### src/rtl/tapsr_pkg.sv
package tapsr_pkg;

   typedef enum logic {
      TAP_COMB = 1'b0,
      TAP_FLOP = 1'b1
   } tap_mode_e;

   function automatic bit is_pow2(input int n);
      return (n >= 2) && ((n & (n - 1)) == 0);
   endfunction

endpackage

### src/rtl/tapsr_chain.sv
module tapsr_chain #(
   parameter int WIDTH = 4,
   parameter int DEPTH = 16
) (
   input  logic                         clk,
   input  logic                         en,
   input  logic [WIDTH-1:0]             din,
   output logic [DEPTH-1:0][WIDTH-1:0]  stages
);

   logic [DEPTH-1:0][WIDTH-1:0] q;

   for (genvar i = 0; i < DEPTH; i++) begin : g_stage
      if (i == 0) begin : g_head
         always_ff @(posedge clk) begin
            if (en) q[0] <= din;
         end
      end else begin : g_body
         always_ff @(posedge clk) begin
            if (en) q[i] <= q[i-1];
         end
      end
   end

   assign stages = q;

endmodule

### src/rtl/tapsr_select.sv
module tapsr_select #(
   parameter int WIDTH = 4,
   parameter int DEPTH = 16,
   localparam int SEL_W = $clog2(DEPTH)
) (
   input  logic [DEPTH-1:0][WIDTH-1:0] stages,
   input  logic [SEL_W-1:0]            sel,
   output logic [WIDTH-1:0]            dout
);

   always_comb begin
      dout = stages[sel];
   end

endmodule

### src/rtl/addr_tap_shifter.sv
module addr_tap_shifter #(
   parameter int WIDTH = 4,
   parameter int DEPTH = 16,
   parameter tapsr_pkg::tap_mode_e OUT_MODE = tapsr_pkg::TAP_COMB,
   localparam int SEL_W = $clog2(DEPTH)
) (
   input  logic              clk,
   input  logic              shift_en,
   input  logic [WIDTH-1:0]  ser_in,
   input  logic [SEL_W-1:0]  tap_sel,
   output logic [WIDTH-1:0]  tap_out,
   output logic [WIDTH-1:0]  chain_out
);
   import tapsr_pkg::*;

   // parameter legality
   if (!is_pow2(DEPTH)) begin : g_bad_depth
      $error("addr_tap_shifter: DEPTH must be a power of two >= 2");
   end
   if (WIDTH < 1) begin : g_bad_width
      $error("addr_tap_shifter: WIDTH must be at least 1");
   end

   logic [DEPTH-1:0][WIDTH-1:0] stage_q;
   logic [WIDTH-1:0]            picked;

   tapsr_chain #(.WIDTH(WIDTH), .DEPTH(DEPTH)) u_chain (
      .clk    (clk),
      .en     (shift_en),
      .din    (ser_in),
      .stages (stage_q)
   );

   tapsr_select #(.WIDTH(WIDTH), .DEPTH(DEPTH)) u_select (
      .stages (stage_q),
      .sel    (tap_sel),
      .dout   (picked)
   );

   if (OUT_MODE == TAP_FLOP) begin : g_out_flop
      logic [WIDTH-1:0] out_q;
      always_ff @(posedge clk) begin
         if (shift_en) out_q <= picked;
      end
      assign tap_out = out_q;
   end else begin : g_out_comb
      assign tap_out = picked;
   end

   assign chain_out = stage_q[DEPTH-1];

endmodule

### config.mk
export PLATFORM = sky130hd
export DESIGN_NAME = addr_tap_shifter
export DESIGN_NICKNAME = d
export VERILOG_FILES = /design/src/rtl/tapsr_pkg.sv /design/src/rtl/tapsr_chain.sv /design/src/rtl/tapsr_select.sv /design/src/rtl/addr_tap_shifter.sv
export SDC_FILE = /design/constraint.sdc
export NUM_CORES = 1
export LEC_CHECK = 0
export BUFFER_PORTS_ARGS = -buffer_cell sky130_fd_sc_hd__buf_4
export CAP_MARGIN = 15
export CORE_ASPECT_RATIO = 0.8
export CORE_MARGIN = 2
export CORE_UTILIZATION = 42
export CTS_BUF_LIST = sky130_fd_sc_hd__clkbuf_8
export CTS_CLUSTER_DIAMETER = 60
export DETAILED_ROUTE_END_ITERATION = 7
export PLACE_DENSITY = 0.6
export SLEW_MARGIN = 20
export SYNTH_ARGS = -nofsm -noshare
export SYNTH_HDL_FRONTEND = slang
export SYNTH_SLANG_ARGS = --single-unit
### constraint.sdc
create_clock -name clk -period 1.3 [get_ports clk]
set_clock_uncertainty 0.05 [all_clocks]
set_input_delay 0.13 -clock clk [delete_from_list [all_inputs] [get_ports clk]]
set_output_delay 0.13 -clock clk [all_outputs]
set_load 0.03 [all_outputs]
==> results.sh <==
export IMPL_yosys_warnings=0
export IMPL_die_h_um=73.1
export IMPL_yosysUniqueCellTypes=13
export IMPL_drive_gt1_share_pct=44.7
export IMPL_hold_depth=1
export IMPL_synth_top_area_share_pct=76.7
export IMPL_clk_pin_slew_worst_paths_ns=0.07
export IMPL_setup_viol=4
export IMPL_nets=166
export IMPL_port_buffers=17
export IMPL_status="complete, but fails checks"
export IMPL_worst_setup_path_type="reg -> out"
export IMPL_antenna_found_initial=0
export IMPL_drv_slew=0
export IMPL_powerDensity_nw_per_um2=1520
export IMPL_gp_congestion=0.723
export IMPL_reg2reg_to="u_chain.stages[9]$_DFFE_PP_"
export IMPL_synth_edff_count=64
export IMPL_cp_required_ns=1.12
export IMPL_htreeDepth=3
export IMPL_largest_reg_flops=64
export IMPL_fin_crit_ns=1.92
export IMPL_avgSynthCellArea_um2=23.4
export IMPL_critPathMaxStageDelay_ns=0.50
export IMPL_reg2regPathDepth=3
export IMPL_final_cells=242
export IMPL_crit_start="u_chain.stages[14]$_DFFE_PP_"
export IMPL_critPathLaunchType="flop"
export IMPL_antenna_cells=0
export IMPL_min_period_over_period_pct=148
export IMPL_violations="setup timing"
export IMPL_path_cells="mux4_2 > a22oi_2 > nand3_4 > buf_6"
export IMPL_pre_cts_ws_ns=-0.321
export IMPL_end_kind="output port"
export IMPL_cts_root_buf="clkbuf_8"
export IMPL_num_vias=1215
export IMPL_finalHoldViolations=0
export IMPL_grt_pass1_vias=1210
export IMPL_setup_slack_ns=-0.622
export IMPL_synth_fp_nets=117
export IMPL_async_flop_share_pct=0
export IMPL_final_cell_area_um2=3240
export IMPL_fp_coreArea_um2=5850
export IMPL_die_w_um=90.4
export IMPL_cts_inserted_buffers=9
export IMPL_fmax_mhz=520
export IMPL_die_area_um2=6600
export IMPL_dp_cells=216
export IMPL_rows=25
export IMPL_grt_overflow_total=0
export IMPL_total_power_mw=4.92
export IMPL_start_util_pct=42.8
export IMPL_dp_hpwl_um=2670
export IMPL_worstPathArrival_ns=1.74
export IMPL_ys_seq_elements=64
export IMPL_fin_hold_ws_ns=0.128
export IMPL_antenna_left=0
export IMPL_fillers=450
export IMPL_ios=18
export IMPL_drv_cap=0
export IMPL_drc=0
export IMPL_synth_area_leaders="edfxtp_1, mux4_1, mux4_2"
export IMPL_p_leak_nw=1.19
export IMPL_wl_per_cell_um=17.1
export IMPL_cts_sinks=64
export IMPL_cp_slowest_cell="mux4_2"
export IMPL_r2r_start="u_chain.stages[5]$_DFFE_PP_"
export IMPL_seq_area_um2=1920
export IMPL_ctsLongestPathBuffers=2
export IMPL_rsz0062_at_grt="true"
export IMPL_multi_input_area_um2=562
export IMPL_syn_to_final_growth_pct=29.3
export IMPL_syn_inst=107
export IMPL_crit_fanout=2
export IMPL_insertion_delay_ns=0.34
export IMPL_globalRouteTotalUtil_pct=13.8
export IMPL_hold_path_class="in -> reg"
export IMPL_max_slew_margin_rel_pct=66.7
export IMPL_wl_um=4150
export IMPL_cts_tree="yes"
export IMPL_worst_pin_slew_ns=0.499
export IMPL_final_cell_mix="edfxtp_1, buf_4, clkbuf_8, mux4_1, mux4_2"
export IMPL_syn_area_um2=2510
export IMPL_min_delay_start="shift_en"
export IMPL_firstDrtPassIters=4
export IMPL_grt_first_pass_wirelength_um=6460
export IMPL_rrSetupSlack_ns=0.23
export IMPL_synth_top_flop_cell="edfxtp_1"
export IMPL_holdPathEnd="u_chain.stages[19]$_DFFE_PP_"
export IMPL_placed_cell_area_um2=2910
export IMPL_max_vdd_ir_drop_uv=1210
export IMPL_grt_max_degree=24
export IMPL_yosysSeqAreaShare_pct=76.7
export IMPL_final_common_cell="edfxtp_1"
export IMPL_via_per_inst=5.02
export IMPL_drtIter0Drc=97
export IMPL_yosys_area_top_type="edfxtp_1"
-- metrics by stage --
step	setup TNS [ns]	util (%)
floorplan	-0.243	-
global placement	-1.20	49.7
detailed placement	-1.21	49.7
CTS	-2.46	54.9
global route	-2.69	55.4
finish	-2.42	55.4
-- routing by layer --
layer / track usage, % / vias up / wire length [µm]
met2: 18.8 / 35 / 1830
met1: 19.0 / 623 / 2030
met4: 6.67 / 0 / 56
met5: 0 / - / 0
li1: - / 552 / -
met3: 6.30 / 5 / 227
-- critical path: cells and delay by family (launching register included) --
| family | cells | cell delay (ns) |
|---|---|---|
| flops | 1 | 0.39 |
| compound gates | 1 | 0.28 |
| mux | 1 | 0.50 |
| simple gates | 1 | 0.09 |
| buf+inv | 1 | 0.14 |
-- power by group --
part	total, mW	internal (mW)	leakage, nW	switching, mW
logic	0.449	0.241	0.438	0.208
clock network	2.01	1.26	0.122	0.748
registers	2.47	2.41	0.626	0.0569
total	4.92	3.91	1.19	1.01
-- cells by family (layout without fill, tap and decap cells) --
logic type | Yosys count | after routing | share of synthesized area (%)
DFF | 64 | 64 | 76.7
and+or+nand+nor | 15 | 15 | 2.85
AOI/OAI and AO/OA | 4 | 4 | 1.20
buffers and inverters | 8 | 62 | 2.80
muxes | 16 | 16 | 16.5
-- cell type report --
cell class              instances  area share (%)
well taps                      81            3.13
flip-flops and latches         64            59.3
repair buffers                 46            13.0
clock inverters                 7            3.44
multi-input cells              35            17.3
clock buffers                   9            3.82
-- Yosys cell counts (2+ instances only) --
library cell / instances
buf_4: 4
edfxtp_1: 64
nand2_1: 4
a22oi_1: 4
mux4_2: 2
mux4_1: 14
nand3_1: 8
nor2b_1: 2
-- how the worst max path moves through the flow --
stage / to / slack, ns / depth (start not counted)
2_1_floorplan: tap_out[2] / -0.08 / 3
3_3_place_gp: tap_out[2] / -0.32 / 6
3_5_place_dp: tap_out[2] / -0.32 / 6
4_1_cts: tap_out[3] / -0.63 / 4
5_1_grt: tap_out[0] / -0.69 / 4
6_report: tap_out[2] / -0.62 / 4
-- timing repair --
item	in CTS	in global routing
hold buffers	4	0
pin swaps	4	2
endpoints found under the hold margin	4	0
cloned	0	0
setup endpoints to repair	4	4
gates resized for setup	4	0
buffers inserted	2	4
No activity file was read; power rests on OpenSTA's default activity.
